==> config.mk <==
export PLATFORM = sky130hd
export DESIGN_NAME = wp_status_guard
export DESIGN_NICKNAME = d
export VERILOG_FILES = /design/src/rtl/wp_guard_pkg.sv /design/src/rtl/wp_zone_decode.sv /design/src/rtl/wp_cycle_timer.sv /design/src/rtl/wp_status_guard.sv
export SDC_FILE = /design/constraint.sdc
export NUM_CORES = 1
export LEC_CHECK = 0
export BUFFER_PORTS_ARGS = -buffer_cell sky130_fd_sc_hd__clkbuf_2
export CORE_UTILIZATION = 35
export CTS_BUF_LIST = sky130_fd_sc_hd__clkbuf_4 sky130_fd_sc_hd__clkbuf_8
export DETAILED_ROUTE_END_ITERATION = 6
export PLACE_DENSITY_LB_ADDON = 0.05
export RECOVER_POWER = 100
export SYNTH_ARGS = -nofsm -noshare
export SYNTH_HDL_FRONTEND = slang
export SYNTH_SLANG_ARGS = --single-unit
==> constraint.sdc <==
create_clock -name clk -period 2.3 [get_ports clk]
set_input_delay 0.345 -clock clk [delete_from_list [all_inputs] [get_ports clk]]
set_output_delay 0.345 -clock clk [all_outputs]
set_load 0.005 [all_outputs]
==> src/rtl/wp_guard_pkg.sv <==
package wp_guard_pkg;

   typedef enum logic [1:0] {
      OP_NONE = 2'd0,
      OP_SR   = 2'd1,
      OP_ARR  = 2'd2
   } pend_e;

   typedef struct packed {
      logic       lock_en;
      logic [1:0] level;
   } nv_t;

endpackage

==> src/rtl/wp_zone_decode.sv <==
module wp_zone_decode #(
   parameter int AW = 15
) (
   input  logic [1:0]    level,
   input  logic [AW-1:0] addr,
   output logic          hit
);
   generate
      if (AW < 3) begin : g_bad_aw
         $error("wp_zone_decode: AW must be at least 3");
      end
   endgenerate

   localparam int TOP = AW - 1;

   logic unused_low;
   assign unused_low = ^addr[AW-3:0];

   always_comb begin
      unique case (level)
         2'd0:    hit = 1'b0;
         2'd1:    hit = addr[TOP] & addr[TOP-1];
         2'd2:    hit = addr[TOP];
         default: hit = 1'b1;
      endcase
   end
endmodule

==> src/rtl/wp_cycle_timer.sv <==
module wp_cycle_timer #(
   parameter int CYC = 1000
) (
   input  logic clk,
   input  logic rst_n,
   input  logic start,
   output logic busy,
   output logic last
);
   generate
      if (CYC < 1) begin : g_bad_cyc
         $error("wp_cycle_timer: CYC must be at least 1");
      end
   endgenerate

   localparam int CW = $clog2(CYC + 1);
   localparam logic [CW-1:0] LOAD = CW'(CYC);
   localparam logic [CW-1:0] ONE  = CW'(1);

   logic [CW-1:0] cnt_q;

   always_ff @(posedge clk or negedge rst_n) begin
      if (!rst_n)
         cnt_q <= '0;
      else if (start && cnt_q == '0)
         cnt_q <= LOAD;
      else if (cnt_q != '0)
         cnt_q <= cnt_q - ONE;
   end

   assign busy = (cnt_q != '0);
   assign last = (cnt_q == ONE);

   assert_timer_load_R3: assert property (@(posedge clk) disable iff (!rst_n)
      (start && !busy) |=> (cnt_q == LOAD));

   assert_timer_hold_R3: assert property (@(posedge clk) disable iff (!rst_n)
      (busy && !last) |=> busy);
endmodule

==> src/rtl/wp_status_guard.sv <==
module wp_status_guard
   import wp_guard_pkg::*;
#(
   parameter int       AW        = 15,
   parameter int       WR_CYCLES = 1000,
   parameter logic [2:0] NV_INIT = 3'b000
) (
   input  logic          clk,
   input  logic          rst_n,
   input  logic          lock_n,
   input  logic          set_wel,
   input  logic          clr_wel,
   input  logic          sr_stage,
   input  logic [7:0]    sr_wdata,
   input  logic          arr_start,
   input  logic [AW-1:0] arr_addr,
   input  logic          commit,
   output logic          arr_ok,
   output logic          sr_ok,
   output logic          busy,
   output logic [7:0]    status_byte
);
   nv_t   nv_q, stage_q;
   logic  wel_q;
   pend_e pend_q, run_q;
   logic  cyc_last, zone_hit, hw_lock, sr_cancel, launch;

   logic unused_wbits;
   assign unused_wbits = ^{sr_wdata[6:4], sr_wdata[1:0]};

   wp_zone_decode #(.AW(AW)) u_zone (
      .level (nv_q.level),
      .addr  (arr_addr),
      .hit   (zone_hit)
   );

   wp_cycle_timer #(.CYC(WR_CYCLES)) u_timer (
      .clk   (clk),
      .rst_n (rst_n),
      .start (launch),
      .busy  (busy),
      .last  (cyc_last)
   );

   assign hw_lock   = nv_q.lock_en & ~lock_n;
   assign sr_ok     = ~busy & wel_q & ~hw_lock;
   assign arr_ok    = ~busy & wel_q & ~zone_hit;
   assign sr_cancel = (pend_q == OP_SR) & hw_lock;
   assign launch    = ~busy & commit &
                      ((pend_q == OP_ARR) | ((pend_q == OP_SR) & ~sr_cancel));

   always_ff @(posedge clk or negedge rst_n) begin
      if (!rst_n) begin
         nv_q    <= nv_t'(NV_INIT);
         stage_q <= nv_t'(NV_INIT);
         wel_q   <= 1'b0;
         pend_q  <= OP_NONE;
         run_q   <= OP_NONE;
      end else if (busy) begin
         pend_q <= OP_NONE;
         if (cyc_last) begin
            wel_q <= 1'b0;
            if (run_q == OP_SR) nv_q <= stage_q;
            run_q <= OP_NONE;
         end
      end else begin
         if (launch) run_q <= pend_q;
         if (commit || sr_cancel)
            pend_q <= OP_NONE;
         else if (sr_stage && sr_ok) begin
            pend_q  <= OP_SR;
            stage_q <= '{lock_en: sr_wdata[7], level: sr_wdata[3:2]};
         end else if (arr_start && arr_ok)
            pend_q <= OP_ARR;
         if (clr_wel)
            wel_q <= 1'b0;
         else if (set_wel && lock_n)
            wel_q <= 1'b1;
      end
   end

   assign status_byte = busy ? 8'hFF : {nv_q.lock_en, 3'b000, nv_q.level, wel_q, 1'b0};

   assert_wel_drop_R8: assert property (@(posedge clk) disable iff (!rst_n)
      $fell(busy) |-> !wel_q);

   assert_nv_hold_R8: assert property (@(posedge clk) disable iff (!rst_n)
      !cyc_last |=> $stable(nv_q));

   assert_set_needs_pin_R6: assert property (@(posedge clk) disable iff (!rst_n)
      (!busy && !wel_q && set_wel && !lock_n) |=> !wel_q);

   assert_clr_any_pin_R6: assert property (@(posedge clk) disable iff (!rst_n)
      (!busy && clr_wel) |=> !wel_q);

   assert_busy_no_stage_R10: assert property (@(posedge clk) disable iff (!rst_n)
      busy |=> (pend_q == OP_NONE));

   assert_full_lock_R4: assert property (@(posedge clk) disable iff (!rst_n)
      (nv_q.level == 2'b11) |-> !arr_ok);
endmodule

==> impl_results.md <==
* Cell variety after synth at 41
* Starting Density at 37.9%
* Part of the power in the clock network at 31.6%
* Total CTS buffers at 3
* IO buf count at 23
* Core Region at 0.00313 mm²
* GRT overflow at 0
* Avg Synthesized Cell Area at 10.1 µm²
* H-Tree Depth at 1
* GP Congestion at 0.736
* Die span in x at 60.2 µm
* Final ANT Viol Nets at 0
* Worst Path Required at 1.96 ns
* CP cell instances: inv_1 -> ha_4 -> nor3b_4 -> and3_4 -> inv_2 -> buf_4 -> nor2_1 -> clkbuf_2
* Psw at 128 µW
* IR drop worst, VDD at 0.435 mV
* Max-slew headroom at 23.8%
* Post-Syn Nets at 150
* Ant diodes at 0
* Max Fclk at 460 MHz
* # rows at 20
* Arr. time, crit path at 1.83 ns
* Drt total wl at 2490 µm
* CP delay by family, top: simple AND/OR/NAND/NOR gates
* Wire length per cell at 13.2 µm
* GRT Util Overall at 15.0%
* CTS tree: built
* Slew Limit Fails at 0
* Routed vias/inst at 5.15
* Clock latency at the later pin of the worst-skew pair at 0.30 ns
* Total die area at 0.00363 mm²
* Largest net degree at the start of global routing at 22
* Status: completed
* Seq pwr share at 64.8%
* Leakage at 0.615 nW
* Worst min-delay path class: primary input to async pin
* IO Pins at 42
* Post-layout util at 45.2%
* Post-Layout Cell Count at 189
* Initial antenna violation count at 0
* Most used DFF post-synth: dfrtp_1
* CP max stage delay at 0.40 ns
* Maxcap violations at 0
* Vias in the first global route at 879
* Detail Placement HPWL at 1900 µm
* Post-synthesis sequential element count at 21
* Skew final at 0.00135 ns
* Cell Pwr Density at 403 mW/mm²
* Internal power at 442 µW
* Minimum clock period at 2.17 ns
* YS warnings at 0
* Period utilisation layout at 94.5%
* Die Ht at 60.2 µm
* Via count at 974
* Root Buffer: clkbuf_4
* P&R area growth vs syn at 19.2%
* Seq/Total Area, Yosys at 44.3%
* Placed Cells at 181
* Final-stage net count at 179
* Drc violations at 0
* Crit-path max FO at 12
* Combinational Power Share at 3.6%
* First-pass iteration count of the detailed router at 4
* CTS clock-pin slew for the worst setup and hold paths at 0.12 ns
* RSZ-0062 raised after global routing: yes
* Asr flop ratio synth at 100%
* Share of cells above drive strength 1 at 35.2%
* Post-Syn Instances at 117
* CP bufs+invs at 4
* Sink Count at 21
* Worst Tran Pin Value at 1.14 ns
* Final Setup Violations at 0
* Number of DRC markers in iteration 0 at 39
* Worst setup SP type: register
* CP endpoint kind: output pin
* Crit path kind: register to output pin
* Power Total at 569 µW
* Slowest CP cell: dfrtp_1
* Longest Clk Path Bufs at 2
* Fin. Hold Viols at 0
* Sw frac at 22.5%
* Mapped Area at 0.00119 mm²
* First-pass GRT wire length at 3970 µm
* EDFF count, synth at 0
==> path summary, 6_finish.rpt <==
check	depth (start not counted)	start	endpoint	slack, ns
max	8	u_timer.cnt_q[1]	arr_ok	0.13
max in group asynchronous	1	rst_n	wel_q	1.39
max reg2reg	6	u_timer.cnt_q[0]	nv_q[2]	0.30
min reg2reg	1	stage_q[1]	nv_q[1]	0.52
min in group clk	2	sr_wdata[7]	stage_q[2]	0.27
min	1	rst_n	u_timer.cnt_q[3]	0.23
==> registers in the layout (all words and copies together) (netlist names) <==
register and cells:
stage_q 3, wel_q 1, run_q 2, pend_q 2
nv_q 3, u_timer.cnt_q 10
==> cell families after synthesis <==
family                   count (synthesis)  synth area share [%]
AND/OR/NAND/NOR                         58                  30.5
flip-flops                              21                  44.3
AO/OA/AOI/OAI                           18                  10.5
buffers and inverters                    9                  4.43
multiplexers                             8                  7.38
adder cells (fa/ha/maj)                  2                  2.11
XOR/XNOR                                 1                 0.739
==> metrics by stage <==
step / setup WS (ns) / hold slack [ns] / cell area [µm²] / TNS [ns]
final: 0.127 / 0.230 / 1410 / 0
after detailed placement: 0.211 / 0.353 / 1330 / 0
after global placement: 0.235 / 0.356 / 1330 / 0
after floorplan: 0.407 / 0.0494 / 1190 / 0
after CTS: 0.0245 / 0.000942 / 1380 / 0
after global routing: -0.00266 / 0.245 / 1410 / -0.00266
==> routing by layer <==
layer,track usage [%],share of wire (%),up-vias
li1,-,-,485
met3,4.55,2.4,2
met2,23.1,46,15
met4,2.99,0.68,0
met5,0,0,-
met1,20.8,51,472
==> cells in the mapped netlist, drive strengths merged (2+ instances only) <==
master | n | share of area [%]
nor3 | 4 | 4.0
or3b | 2 | 1.5
dfrtp | 21 | 44
nor3b | 3 | 2.7
nor2 | 7 | 2.2
mux2 | 6 | 5.7
nand2b | 8 | 4.2
o31ai | 2 | 1.3
nand2 | 10 | 3.2
ha | 2 | 2.1
and3 | 3 | 1.6
o21ai | 4 | 1.7
nor4 | 2 | 1.6
nand3 | 10 | 4.2
a21oi | 2 | 0.84
buf | 5 | 3.2
o211ai | 2 | 1.3
mux2i | 2 | 1.7
nor2b | 2 | 1.1
inv | 4 | 1.3
==> power groups by stage <==
stage               Combinational [mW]  Sequential, mW  Clock (mW)
floorplan                      0.00116           0.376           0
global placement                0.0212           0.376           0
detailed placement              0.0212           0.376           0
CTS                             0.0213           0.369       0.192
global route                    0.0234           0.369       0.207
finish                          0.0203           0.369       0.180
==> area by class of cell <==
type	instances	area (µm²)
fillers	316	1710
multi-input cells	87	632
inverters	4	15.0
well taps	44	55.1
flip-flops and latches	21	526
clock buffers	3	22.5
clock inverters	1	5.00
repair buffers	29	159
==> cell usage in the layout (no fill, tap or decap), types with 2 or more instances in the layout <==
master	n
and3_1	2
nor3_4	2
o21ai_0	4
clkbuf_2	22
mux2_2	6
nor2b_1	2
nand3_1	10
mux2i_1	2
or3b_2	2
nor2_1	7
buf_4	6
inv_1	2
clkbuf_4	3
inv_2	2
dfrtp_1	21
nand2_1	10
o211ai_1	2
a21oi_1	2
o31ai_1	2
nand2b_1	8
==> what timing repair did <==
action | CTS | global route
pin swaps | 0 | 0
buffers inserted | 2 | 2
resized for setup | 1 | 4
hold buffers | 0 | 0
setup endpoints to repair | 4 | 11
Power figures use the tool's default switching activity.
